==> src/rtl/uart_rx_pkg.sv <==
package uart_rx_pkg;

    localparam int CHAR_W = 8;

    typedef enum logic [2:0] {
        S_IDLE,
        S_START,
        S_DATA,
        S_PAR,
        S_STOP,
        S_BRK
    } rx_state_t;

    typedef struct packed {
        logic              bi;
        logic              fe;
        logic              pe;
        logic [CHAR_W-1:0] data;
    } rx_char_t;

    localparam int ENTRY_W = $bits(rx_char_t);

endpackage

==> src/rtl/uart_rx_fsm.sv <==
module uart_rx_fsm
    import uart_rx_pkg::*;
(
    input  logic     clk,
    input  logic     rst_n,
    input  logic     tick,
    input  logic     rx,
    input  logic [1:0] word_len,
    input  logic     stop2,
    input  logic     par_en,
    input  logic     par_even,
    input  logic     par_stick,
    output logic     ch_valid,
    output rx_char_t ch
);

    rx_state_t         state, state_nx;
    logic [3:0]        cnt;
    logic [2:0]        bitn;
    logic [CHAR_W-1:0] shreg;
    logic              zero_r;
    logic              pe_r;
    logic              stop_idx;

    logic              mid;
    logic [2:0]        last_bit;
    logic [CHAR_W-1:0] aligned;
    logic              par_exp;
    logic              brk_now;

    assign mid      = tick && (cnt == 4'd15);
    assign last_bit = 3'd4 + {1'b0, word_len};
    assign aligned  = shreg >> (2'd3 - word_len);
    assign par_exp  = par_stick ? ~par_even : (par_even ? ^aligned : ~^aligned);
    assign brk_now  = !stop_idx && !rx && zero_r;

    // state register
    always_ff @(posedge clk or negedge rst_n) begin
        if (!rst_n) state <= S_IDLE;
        else        state <= state_nx;
    end

    // next state
    always_comb begin
        state_nx = state;
        unique case (state)
            S_IDLE:  if (tick && !rx) state_nx = S_START;
            S_START: if (tick && cnt == 4'd7) state_nx = rx ? S_IDLE : S_DATA;
            S_DATA:  if (mid && bitn == last_bit) state_nx = par_en ? S_PAR : S_STOP;
            S_PAR:   if (mid) state_nx = S_STOP;
            S_STOP: begin
                if (mid) begin
                    if (brk_now)                      state_nx = S_BRK;
                    else if (!stop_idx && stop2 && rx) state_nx = S_STOP;
                    else                              state_nx = S_IDLE;
                end
            end
            S_BRK:   if (tick && rx) state_nx = S_IDLE;
            default: state_nx = S_IDLE;
        endcase
    end

    // outputs
    always_comb begin
        ch_valid = 1'b0;
        ch       = '0;
        unique case (state)
            S_STOP: begin
                ch_valid = mid && (!rx || !stop2 || stop_idx);
                ch.bi    = brk_now;
                ch.fe    = !rx;
                ch.pe    = brk_now ? 1'b0 : pe_r;
                ch.data  = brk_now ? '0 : aligned;
            end
            default: ;
        endcase
    end

    // datapath
    always_ff @(posedge clk or negedge rst_n) begin
        if (!rst_n) begin
            cnt      <= '0;
            bitn     <= '0;
            shreg    <= '0;
            zero_r   <= 1'b0;
            pe_r     <= 1'b0;
            stop_idx <= 1'b0;
        end else begin
            unique case (state)
                S_IDLE: cnt <= '0;
                S_START: begin
                    bitn     <= '0;
                    shreg    <= '0;
                    zero_r   <= 1'b1;
                    pe_r     <= 1'b0;
                    stop_idx <= 1'b0;
                    if (tick) cnt <= (cnt == 4'd7) ? 4'd0 : cnt + 4'd1;
                end
                S_DATA: begin
                    if (tick) cnt <= cnt + 4'd1;
                    if (mid) begin
                        shreg  <= {rx, shreg[CHAR_W-1:1]};
                        bitn   <= bitn + 3'd1;
                        zero_r <= zero_r & ~rx;
                    end
                end
                S_PAR: begin
                    if (tick) cnt <= cnt + 4'd1;
                    if (mid) begin
                        pe_r   <= (rx != par_exp);
                        zero_r <= zero_r & ~rx;
                    end
                end
                S_STOP: begin
                    if (tick) cnt <= cnt + 4'd1;
                    if (mid) stop_idx <= 1'b1;
                end
                S_BRK: cnt <= '0;
                default: cnt <= '0;
            endcase
        end
    end

endmodule

==> src/rtl/uart_rx_fifo.sv <==
module uart_rx_fifo #(
    parameter int DEPTH = 16,
    parameter int WIDTH = 11,
    localparam int AW = $clog2(DEPTH),
    localparam int CW = $clog2(DEPTH + 1)
) (
    input  logic             clk,
    input  logic             rst_n,
    input  logic             push,
    input  logic [WIDTH-1:0] wdata,
    input  logic             pop,
    output logic [WIDTH-1:0] rdata,
    output logic             empty,
    output logic             full,
    output logic [CW-1:0]    count
);

    logic [WIDTH-1:0] mem [DEPTH];
    logic [AW-1:0]    wptr, rptr;
    logic             push_ok, pop_ok;

    assign empty   = (count == '0);
    assign full    = (count == CW'(DEPTH));
    assign push_ok = push && !full;
    assign pop_ok  = pop && !empty;
    assign rdata   = mem[rptr];

    function automatic logic [AW-1:0] bump(input logic [AW-1:0] p);
        return (p == AW'(DEPTH - 1)) ? '0 : p + AW'(1);
    endfunction

    always_ff @(posedge clk) begin
        if (push_ok) mem[wptr] <= wdata;
    end

    always_ff @(posedge clk or negedge rst_n) begin
        if (!rst_n) begin
            wptr  <= '0;
            rptr  <= '0;
            count <= '0;
        end else begin
            if (push_ok) wptr <= bump(wptr);
            if (pop_ok)  rptr <= bump(rptr);
            unique case ({push_ok, pop_ok})
                2'b10:   count <= count + CW'(1);
                2'b01:   count <= count - CW'(1);
                default: count <= count;
            endcase
        end
    end

endmodule

==> src/rtl/uart_rx_lsr.sv <==
module uart_rx_lsr
    import uart_rx_pkg::*;
#(
    parameter int FIFO_DEPTH = 16,
    localparam int CNT_W = $clog2(FIFO_DEPTH + 1)
) (
    input  logic        clk,
    input  logic        rst_n,
    input  logic        tick16,
    input  logic        rx,
    input  logic [1:0]  word_len,
    input  logic        stop2,
    input  logic        par_en,
    input  logic        par_even,
    input  logic        par_stick,
    input  logic        rd_pop,
    input  logic        lsr_rd,
    output logic [7:0]  rd_data,
    output logic [7:0]  lsr
);

    rx_char_t             ch, head;
    logic                 ch_valid, ch_tagged;
    logic                 fifo_empty, fifo_full;
    logic [ENTRY_W-1:0]   fifo_rdata;
    logic [CNT_W-1:0]     fifo_cnt;
    logic                 oe_r, sum_r, avail;

    uart_rx_fsm i_fsm (
        .clk       (clk),
        .rst_n     (rst_n),
        .tick      (tick16),
        .rx        (rx),
        .word_len  (word_len),
        .stop2     (stop2),
        .par_en    (par_en),
        .par_even  (par_even),
        .par_stick (par_stick),
        .ch_valid  (ch_valid),
        .ch        (ch)
    );

    uart_rx_fifo #(
        .DEPTH (FIFO_DEPTH),
        .WIDTH (ENTRY_W)
    ) i_fifo (
        .clk   (clk),
        .rst_n (rst_n),
        .push  (ch_valid),
        .wdata (ch),
        .pop   (rd_pop),
        .rdata (fifo_rdata),
        .empty (fifo_empty),
        .full  (fifo_full),
        .count (fifo_cnt)
    );

    assign ch_tagged = ch.pe | ch.fe | ch.bi;
    assign avail     = !fifo_empty;
    assign head      = avail ? rx_char_t'(fifo_rdata) : '0;

    always_ff @(posedge clk or negedge rst_n) begin
        if (!rst_n) begin
            oe_r  <= 1'b0;
            sum_r <= 1'b0;
        end else begin
            if (ch_valid && fifo_full) oe_r <= 1'b1;
            else if (lsr_rd)           oe_r <= 1'b0;
            if (ch_valid && !fifo_full && ch_tagged) sum_r <= 1'b1;
            else if (lsr_rd)                         sum_r <= 1'b0;
        end
    end

    assign rd_data = head.data;
    assign lsr     = {sum_r, 2'b00, head.bi, head.fe, head.pe, oe_r, avail};

endmodule

==> config.mk <==
export PLATFORM = sky130hd
export DESIGN_NAME = uart_rx_lsr
export DESIGN_NICKNAME = d
export VERILOG_FILES = /design/src/rtl/uart_rx_pkg.sv /design/src/rtl/uart_rx_fsm.sv /design/src/rtl/uart_rx_fifo.sv /design/src/rtl/uart_rx_lsr.sv
export SDC_FILE = /design/constraint.sdc
export NUM_CORES = 1
export LEC_CHECK = 0
export ABC_AREA = 1
export ABC_CLOCK_PERIOD_IN_PS = 5740
export CAP_MARGIN = 5
export CORE_MARGIN = 4
export CORE_UTILIZATION = 40
export DETAILED_ROUTE_END_ITERATION = 12
export GPL_ROUTABILITY_DRIVEN = 0
export HOLD_SLACK_MARGIN = 0.02
export SKIP_LAST_GASP = 1
export SYNTH_ARGS = -nofsm -noshare
export SYNTH_HDL_FRONTEND = slang
export SYNTH_SLANG_ARGS = --single-unit
==> constraint.sdc <==
create_clock -name clk -period 5.74 [get_ports clk]
set_input_delay 0.574 -clock clk [delete_from_list [all_inputs] [get_ports clk]]
set_output_delay 0.574 -clock clk [all_outputs]
set_load 0.02 [all_outputs]
==> results of run 1 <==
[layout by cell type (no fill, tap or decap), drive strengths merged, types with 2 or more instances in the layout]
master	Yosys	routed
a211oi	11	11
a21oi	46	46
buf	19	21
clkbuf	24	32
clkdlybuf4s50	0	24
clkinv	1	7
conb	1	2
dfrtp	36	36
edfxtp	176	176
ha	10	10
inv	51	53
mux2i	22	22
nand2	163	163
nand3	37	37
nand3b	2	2
nand4	4	4
nor2	86	86
nor3	19	19
nor3b	2	2
o21ai	69	69
o221ai	12	12
o22ai	30	30
xnor2	3	3
xor2	6	6
[how the worst min path moves through the flow]
stage	start	endpoint	cells after the start
global placement	i_fsm.pe_r$_DFFE_PN0P_	i_fsm.pe_r$_DFFE_PN0P_	2
detailed placement	i_fsm.pe_r$_DFFE_PN0P_	i_fsm.pe_r$_DFFE_PN0P_	2
global route	rst_n	i_fsm.cnt[1]$_DFFE_PN0P_	1
finish	rst_n	i_fsm.cnt[0]$_DFFE_PN0P_	1
CTS	rst_n	i_fifo.rptr[1]$_DFFE_PN0P_	1
floorplan	rst_n	i_fifo.count[0]$_DFFE_PN0P_	0
[critical path: cells and delay by family (launching register included)]
kind | cells | cell delay (ns)
compound gates | 3 | 0.51
flops | 1 | 0.70
buf+inv | 3 | 1.81
simple gates | 1 | 0.07
[power breakdown]
| part | internal (uW) | total [uW] | switching, uW |
|---|---|---|---|
| clock | 789 | 1370 | 583 |
| sequential | 1720 | 1840 | 118 |
| combinational | 518 | 1430 | 908 |
| total | 3020 | 4630 | 1610 |
[synthesized netlist by cell type (3+ instances only)]
master    instances
a211oi_1         11
a21oi_1          45
buf_2             9
buf_4             9
clkbuf_1         24
dfrtp_1          36
edfxtp_1        176
ha_1             10
inv_1            44
inv_2             7
mux2i_1          22
nand2_1         161
nand3_1          36
nand4_1           4
nor2_1           84
nor3_1           15
nor3_2            4
o21ai_0          65
o21ai_2           3
o221ai_1         12
o22ai_1          30
xnor2_1           3
xor2_1            6
[per-stage QoR]
step           utilization, %  setup slack (ns)  power, uW  instance area, sq um
4_1_cts                 46.53             1.528       4667                 10630
3_5_place_dp            43.50             2.076       3298                  9940
2_1_floorplan               -             2.930       2817                  9354
3_3_place_gp            43.50             2.103       3290                  9940
5_1_grt                 46.53             1.284       4868                 10630
6_report                46.53             1.516       4632                 10630
[cell families (layout without fill, tap and decap cells)]
family | Yosys count | count (layout) | share of synthesized area [%]
and+or+nand+nor | 315 | 315 | 14.20
DFF | 212 | 212 | 66.16
buffers and inverters | 95 | 139 | 4.376
muxes | 22 | 22 | 2.355
AOI/OAI and AO/OA | 172 | 172 | 10.69
adders and majority gates | 10 | 10 | 1.338
other | 1 | 2 | 0.04011
xor gates and xnor gates | 9 | 9 | 0.8431
[final cells by class]
type	count	area, sq um	area share, %
sequential	212	6190	58.23
tap	313	391.6	3.684
clock inverter	10	81.33	0.7651
timing repair buffer	45	395.4	3.719
multi-input combinational	530	2768	26.04
inverter	52	195.2	1.836
clock buffer	32	609.3	5.732
[per-layer routing]
metal / vias to the layer above / GRT usage (%) / part of all wire, %
met5: - / 0 / 0
met4: 0 / 4.343 / 2.2
met3: 30 / 2.669 / 5.2
met2: 160 / 26.82 / 48
met1: 3020 / 23.32 / 45
li1: 3015 / - / -
[registers in the layout, summed over array words and instances, names as in the netlist]
name and cells:
i_fifo.count 5, i_fifo.mem 176, i_fifo.rptr 4, i_fifo.wptr 4, i_fsm.bitn 3, i_fsm.cnt 4
i_fsm.pe_r 1, i_fsm.shreg 8, i_fsm.state 3, i_fsm.stop_idx 1, i_fsm.zero_r 1, oe_r 1
sum_r 1
==> impl_results.md, run 1 <==
* Reg-to-reg endpoint: i_fifo.count[4]$_DFFE_PN0P_
* Avg Inst Size Synth at 11.18 sq um
* Reg2Reg Launch Point: i_fifo.count[1]$_DFFE_PN0P_
* Cts hold-fix bufs at 0
* Top cell type's share of synthesized area at 56.52%
* Maxcap violations at 0
* First-pass GRT wire length at 33960 microns
* Port bufs at 25
* Worst VDD drop at 231.0 uV
* # clock sinks at 212
* Antenna-violating nets left at 0
* Part of the cycle the worst path needs at 73.59%
* CP arrival at 3.65 ns
* Skew-Pair Late Insertion Delay at 0.51 ns
* Least-Margin Pin Slew at 1.153 ns
* Fin Setup TNS at 0 ns
* Seq cells post-synth at 212
* Number of synthesized flops with an enable pin at 176
* Vias in the first global route at 5946
* Crit Path Category: reg2out
* Starting Density at 40.93%
* Initial antenna violation count at 0
* DRT Pass-1 Iters at 5
* Cell count after synthesis at 836
* Row count at 55
* Nature of the critical path endpoint: output pin
* Diodes inserted at 0
* Gr usage total at 16.53%
* Chip width at 160.9 microns
* Post-cts gate resize count at 0
* Outcome: finished, final reports clean
* Endpoints failing setup at 0
* DR iter-0 viols at 477
* Crit-path max FO at 60
* Final wirelength at 21750 microns
* Clock transition at path regs at 0.06 ns
* Dominant cell type by area after synthesis: edfxtp_1
* Via Count at 6225
* Sequential area share after synthesis at 66.16%
* Unrepaired setup endpoints after global routing: false
* Async set-reset flop share out of synthesis at 16.98%
* Max frequency at 236.7 MHz
* Primary FF master, synth: edfxtp_1
* Crit path launch type: register
* Die Y at 160.9 microns
* Fillers at 2113
* Critical Path Source: i_fifo.rptr[0]$_DFFE_PN0P_
* Req. time, crit path at 5.17 ns
* DR WL/cell at 18.22 microns
* Worst path max stage delay at 0.84 ns
* Setup Skew at 0.01886 ns
* H-tree levels at 1
* Largest cells by area after synthesis: edfxtp_1 (57%), dfrtp_1 (9.6%), nand2_1 (6.5%), o21ai_0 (3.5%), nor2_1 (3.4%)
* Reg2Reg Depth at 16
* CTS Buf Count at 23
* Final Max Slew Viols at 0
* Non-Filler Instances at 1194
* Synthesized cell area at 9350 sq um
* DIE AREA at 25890 sq um
* # nets final at 886
* Final Critical Period at 4.224 ns
* Detailed-route DRC error count at 0
* CTS root buf: clkbuf_16
* Min Hold Slack at 0.1838 ns
* Fraction of layout instances using a drive strength above 1 at 8.967%
* Setup crit end: rd_data[7]
* Final-report hold violation count at 0
* Max Root-Sink Buffers at 3
* Largest net degree at the start of global routing at 61
* Distinct cells, synth at 41
* GRT overflow at 0
* Count of warnings emitted by yosys at 0
* CTS tree: done
* I/O pin count at 28
* Post-CTS Setup Bufs at 0
* Placed Instances at 1152
* Min-delay worst type: in2async
* DPL Wire Length at 13300 microns
* R2r setup slk at 2.81 ns
* Layout area overhead at 13.69%
* CP max-delay cell: inv_2
* Core Region at 22850 sq um
* Critical path, cell by cell: inv_2 -> buf_4 -> o21ai_0 -> o22ai_1 -> nand2_1 -> a211oi_1 -> clkdlybuf4s50_1
* Pwr Density at 435.8 nW/um^2
* Via density at 5.214
* Max-slew headroom at 22.87%
* LEAKAGE at 0.004095 uW
(Power assumes the default switching activity.)
==> run 2, diff against run 1 <==
Settings changed: ABC_CLOCK_PERIOD_IN_PS 5740 to 4200.
Clock period 5.74 ns to 4.2 ns, I/O delays scaled along.
==> impl_results.md, run 2 (synthesis results as in run 1) <==
* LEAKAGE at 0.004217 uW (was 0.004095 uW)
* Port bufs at 25 (unchanged)
* # nets final at 904 (was 886)
* First-pass GRT wire length at 34170 microns (was 33960 microns)
* Min Hold Slack at 0.01060 ns (was 0.1838 ns)
* Row count at 55 (unchanged)
* Antenna-violating nets left at 0 (unchanged)
* Outcome: finished, final reports clean (unchanged)
* Placed Instances at 1168 (was 1152)
* Fraction of layout instances using a drive strength above 1 at 11.01% (was 8.967%)
* Skew-Pair Late Insertion Delay at 0.52 ns (was 0.51 ns)
* DR WL/cell at 17.63 microns (was 18.22 microns)
* Diodes inserted at 0 (unchanged)
* CTS root buf: clkbuf_16 (unchanged)
* Final wirelength at 21370 microns (was 21750 microns)
* Initial antenna violation count at 0 (unchanged)
* Final core utilization at 47.52% (was 46.53%)
* M1 WL at 9542 microns (was 9759 microns)
* DRT Pass-1 Iters at 5 (unchanged)
* R2r setup slk at 1.24 ns (was 2.81 ns)
* Highest Signal Layer: met4 (unchanged)
* Layout area overhead at 16.11% (was 13.69%)
* Starting Density at 40.93% (unchanged)
* Least-Margin Pin Slew at 1.033 ns (was 1.153 ns)
* Largest net degree at the start of global routing at 37 (was 61)
* Setup Skew at 0.01903 ns (was 0.01886 ns)
* Post-cts gate resize count at 0 (unchanged)
* Clock transition at path regs at 0.06 ns (about the same)
* CTS Buf Count at 24 (was 23)
* Req. time, crit path at 3.78 ns (was 5.17 ns)
* CP arrival at 3.23 ns (was 3.65 ns)
* Gr usage total at 16.61% (was 16.53%)
* Non-Filler Instances at 1212 (was 1194)
* Part of the cycle the worst path needs at 86.83%
* Worst VDD drop at 298.1 uV (was 231.0 uV)
* Regs by FF count: i_fifo.mem (176), i_fsm.shreg (8), i_fifo.count (5) (unchanged)
* Maxcap violations at 0 (unchanged)
* Post-CTS Setup Bufs at 0 (unchanged)
* Endpoints failing setup at 0 (unchanged)
* Crit-path max FO at 23 (was 60)
* Cts hold-fix bufs at 0 (unchanged)
* Crit Path Category: reg2out (unchanged)
* Max-slew headroom at 30.87% (was 22.87%)
* Detailed-route DRC error count at 0 (unchanged)
* DR iter-0 viols at 414 (was 477)
* Nature of the critical path endpoint: output pin (unchanged)
* Die Y at 160.9 microns (unchanged)
* GRT overflow at 0 (unchanged)
* DPL Wire Length at 13930 microns (was 13300 microns)
* Met3 WL at 988 microns (was 1127 microns)
* Crit path launch type: register (unchanged)
* Final Max Slew Viols at 0 (unchanged)
* Fillers at 2087 (was 2113)
* Vias in the first global route at 6225 (was 5946)
* Unrepaired setup endpoints after global routing: false (unchanged)
* # clock sinks at 212 (unchanged)
* Fin Setup TNS at 0 ns (unchanged)
* Pwr Density at 607.2 nW/um^2 (was 435.8 nW/um^2)
* Most common cell after layout, fill and taps aside: edfxtp_1 (unchanged)
* H-tree levels at 1 (unchanged)
* Most frequent cells in the layout: edfxtp_1 (176), nand2_1 (161), nor2_1 (84) (was edfxtp_1 (176), nand2_1 (161), nor2_1 (83))
* Final Critical Period at 3.647 ns
* I/O pin count at 28 (unchanged)
* Met2 wire len at 10410 microns (was 10380 microns)
* Chip width at 160.9 microns (unchanged)
* Final-report hold violation count at 0 (unchanged)
* Core Region at 22850 sq um (unchanged)
* Max reg flops at 176 (unchanged)
* Via density at 5.233 (was 5.214)
* DIE AREA at 25890 sq um (unchanged)
* Max Root-Sink Buffers at 3 (unchanged)
* CTS tree: done (unchanged)
* Largest Register: i_fifo.mem (unchanged)
* Via Count at 6342 (was 6225)
* Max frequency at 274.2 MHz
* Min-delay worst type: in2async (unchanged)
==> run 2: cell types whose count changed in the layout (fill, tap and decap cells not counted), moves of 2 or more <==
cell        previous run  this run
clkbuf_1               9         2
clkinv_2               7         4
bufinv_16              1         3
clkinv_1               0         4
buf_4                 20        36
clkinvlp_4             1         4
==> run 2: final timing paths <==
check / depth (start not counted) / endpoint / from
max: 6 / lsr[4] / i_fifo.rptr[1]$_DFFE_PN0P_
max in group asynchronous: 1 / i_fifo.rptr[0]$_DFFE_PN0P_ / rst_n
max reg2reg: 17 / i_fifo.count[4]$_DFFE_PN0P_ / i_fsm.cnt[0]$_DFFE_PN0P_
min in group clk: 2 / i_fsm.pe_r$_DFFE_PN0P_ / i_fsm.pe_r$_DFFE_PN0P_
min: 1 / i_fsm.cnt[3]$_DFFE_PN0P_ / rst_n
min reg2reg: 2 / i_fsm.pe_r$_DFFE_PN0P_ / i_fsm.pe_r$_DFFE_PN0P_
==> run 2: layout make-up <==
| cell class | count | area (sq um) | area share, % |
|---|---|---|---|
| sequential | 212 | 6190 | 57.01 |
| multi-input combinational | 530 | 2765 | 25.47 |
| clock buffer | 26 | 608.1 | 5.601 |
| timing repair buffer | 62 | 526.8 | 4.852 |
| tap | 313 | 391.6 | 3.607 |
| inverter | 52 | 195.2 | 1.798 |
| clock inverter | 17 | 180.2 | 1.660 |
==> run 2: power by group <==
group	internal [uW]	total, uW	switching [uW]
Clock	1240	2060	821
Sequential	2350	2490	144
Combinational	751	2040	1290
Total	4330	6590	2260
==> run 2: metal layers <==
layer	up-vias	global-route usage (%)
li1	3063	-
met1	3102	22.88
met2	146	27.86
met3	31	2.463
met4	0	4.188
met5	-	0
==> run 2: worst max-delay path, cell delays in order, from the launching register on <==
cell	delay (ns)
dfrtp_1	0.54
inv_1	0.68
o21ai_0	0.21
o22ai_1	0.23
a21oi_1	0.13
a211oi_1	0.26
clkdlybuf4s50_1	0.67
==> run 2: through the flow <==
step | area (sq um) | total power (uW) | setup WS [ns]
floorplan | 9354 | 3849 | 1.477
global placement | 10060 | 4571 | 0.8312
detailed placement | 10060 | 4583 | 0.7703
CTS | 10850 | 6657 | 0.4908
global route | 10860 | 6974 | 0.2642
finish | 10860 | 6592 | 0.5531
==> run 3, diff against run 2 <==
Settings changed: CORE_ASPECT_RATIO set to 1.75.
==> impl_results.md, run 3 (synthesis results as in run 1) <==
* Outcome: finished, final reports clean (unchanged)
* Max Root-Sink Buffers at 3 (unchanged)
* Crit Path Category: reg2out (unchanged)
* # nets final at 896 (was 904)
* Fraction of layout instances using a drive strength above 1 at 9.470% (was 11.01%)
* DIE AREA at 25980 sq um (was 25890 sq um)
* DR WL/cell at 18.38 microns (was 17.63 microns)
* GRT overflow at 0 (unchanged)
* First-pass GRT wire length at 33450 microns (was 34170 microns)
* CP top delay family: buffers and inverters (unchanged)
* Clock transition at path regs at 0.07 ns (was 0.06 ns)
* CTS root buf: clkbuf_16 (unchanged)
* Max reg flops at 176 (unchanged)
* Max-slew headroom at 35.17% (was 30.87%)
* Part of the cycle the worst path needs at 88.92% (was 86.83%)
* Pwr Density at 581.3 nW/um^2 (was 607.2 nW/um^2)
* Min-delay worst type: in2async (unchanged)
* Least-Margin Pin Slew at 0.9689 ns (was 1.033 ns)
* Starting Density at 40.95% (was 40.93%)
* Crit-path max FO at 52 (was 23)
* Max frequency at 267.8 MHz (was 274.2 MHz)
* CP arrival at 3.31 ns (was 3.23 ns)
* Fin Setup TNS at 0 ns (unchanged)
* Final Critical Period at 3.734 ns (was 3.647 ns)
* Nature of the critical path endpoint: output pin (unchanged)
* I/O pin count at 28 (unchanged)
* Reg2Reg Launch Point: i_fifo.count[3]$_DFFE_PN0P_ (was i_fsm.cnt[0]$_DFFE_PN0P_)
* Final Max Slew Viols at 0 (unchanged)
* Diodes inserted at 0 (unchanged)
* Post-cts gate resize count at 0 (unchanged)
* Largest net degree at the start of global routing at 53 (was 37)
* Port bufs at 25 (unchanged)
* Via Count at 6220 (was 6342)
* Detailed-route DRC error count at 0 (unchanged)
* Worst path max stage delay at 0.71 ns (was 0.68 ns)
* DRT Pass-1 Iters at 4 (was 5)
* Chip width at 123.6 microns (was 160.9 microns)
* Row count at 73 (was 55)
* CTS Buf Count at 19 (was 24)
* Endpoints failing setup at 0 (unchanged)
* Vias in the first global route at 6173 (was 6225)
* Post-CTS Setup Bufs at 0 (unchanged)
* Fillers at 2097 (was 2087)
* WP buf/inv at 3 (was 2)
* Reg2Reg Depth at 16 (was 17)
* Largest Register: i_fifo.mem (unchanged)
* Die Y at 210.3 microns (was 160.9 microns)
* Most frequent cells in the layout: edfxtp_1 (176), nand2_1 (161), nor2_1 (84) (unchanged)
* Gr usage total at 16.95% (was 16.61%)
* Final-report hold violation count at 0 (unchanged)
* Regs by FF count: i_fifo.mem (176), i_fsm.shreg (8), i_fifo.count (5) (unchanged)
* Most common cell after layout, fill and taps aside: edfxtp_1 (unchanged)
* CTS tree: done (unchanged)
* Via density at 5.240 (was 5.233)
* # clock sinks at 212 (unchanged)
* Cts hold-fix bufs at 0 (unchanged)
* DR iter-0 viols at 318 (was 414)
* Reg-to-reg endpoint: i_fifo.count[4]$_DFFE_PN0P_ (unchanged)
* CP max-delay cell: dfrtp_4 (was inv_1)
* LEAKAGE at 0.004112 uW (was 0.004217 uW)
* H-tree levels at 1 (unchanged)
* Req. time, crit path at 3.78 ns (about the same)
* Antenna-violating nets left at 0 (unchanged)
* Crit path launch type: register (unchanged)
* Unrepaired setup endpoints after global routing: false (unchanged)
* Initial antenna violation count at 0 (unchanged)
* Layout area overhead at 13.60% (was 16.11%)
* Total power at 6174 uW (was 6592 uW)
* Final wirelength at 21820 microns (was 21370 microns)
* Maxcap violations at 0 (unchanged)
* Setup Skew at 0.02207 ns (was 0.01903 ns)
* Worst VDD drop at 430.1 uV (was 298.1 uV)
* Skew-Pair Late Insertion Delay at 0.50 ns (was 0.52 ns)
* Core Region at 22830 sq um (was 22850 sq um)
* Critical path, cell by cell: inv_2 -> buf_12 -> nand2_1 -> a21oi_1 -> nor3_1 -> a211oi_1 -> clkdlybuf4s50_1 (was inv_1 -> o21ai_0 -> o22ai_1 -> a21oi_1 -> a211oi_1 -> clkdlybuf4s50_1)
* R2r setup slk at 1.23 ns (was 1.24 ns)
* DPL Wire Length at 14680 microns (was 13930 microns)
[run 3: per-stage QoR]
| stage | setup slack (ns) | cell area, sq um | hold WS (ns) | utilization, % | cells |
|---|---|---|---|---|---|
| finish | 0.4655 | 10620 | 0.04103 | 46.52 | 1187 |
| global route | 0.2923 | 10620 | 0.1096 | 46.52 | 1187 |
| CTS | 0.4345 | 10610 | 0.05652 | 46.48 | 1186 |
| detailed placement | 0.7398 | 10040 | 0.4668 | 43.98 | 1152 |
| global placement | 0.7860 | 10040 | 0.4627 | 43.98 | 1152 |
| floorplan | 1.477 | 9354 | 0.1244 | - | 837 |
[run 3: worst max-delay path by stage]
| stage | endpoint | from | cells after the start |
|---|---|---|---|
| after floorplan | i_fifo.mem[7][0]$_DFFE_PP_ | i_fsm.cnt[0]$_DFFE_PN0P_ | 9 |
| after global placement | i_fifo.count[4]$_DFFE_PN0P_ | tick16 | 17 |
| after detailed placement | i_fifo.count[4]$_DFFE_PN0P_ | tick16 | 17 |
| after CTS | rd_data[0] | i_fifo.rptr[1]$_DFFE_PN0P_ | 7 |
| after global routing | lsr[4] | i_fifo.rptr[0]$_DFFE_PN0P_ | 7 |
| final | lsr[4] | i_fifo.rptr[0]$_DFFE_PN0P_ | 7 |
[run 3: area by class of cell]
cell class	count	area (sq um)	area share, %
tap	300	375.4	3.534
timing repair buffer	59	525.5	4.948
multi-input combinational	530	2765	26.03
inverter	52	195.2	1.838
sequential	212	6190	58.28
clock inverter	8	48.80	0.4594
clock buffer	26	521.8	4.912
[run 3: layer usage]
layer | global-route usage (%) | share of wire [%] | vias to the layer above
met5 | 0 | 0 | -
met4 | 7.839 | 4.8 | 0
met3 | 2.094 | 3.9 | 60
met2 | 32.19 | 56 | 160
met1 | 18.15 | 36 | 2971
li1 | - | - | 3029
[run 3: worst reg2reg max path, stage by stage (launching register included)]
cell	delay [ns]
dfrtp_1	0.43
nor2_1	0.12
nand2_1	0.10
nor2_1	0.12
buf_4	0.24
inv_1	0.08
nand2_1	0.13
inv_1	0.17
ha_1	0.33
xor2_1	0.21
ha_1	0.19
a21oi_1	0.14
or2_1	0.16
o21ai_2	0.06
a21oi_1	0.11
o21ai_0	0.11
xor2_1	0.15
[run 3: power breakdown]
part	switching [uW]	internal (uW)	leakage, uW
combinational	1280	745	0.00153
sequential	169	2340	0.00231
clock	754	879	0.000274
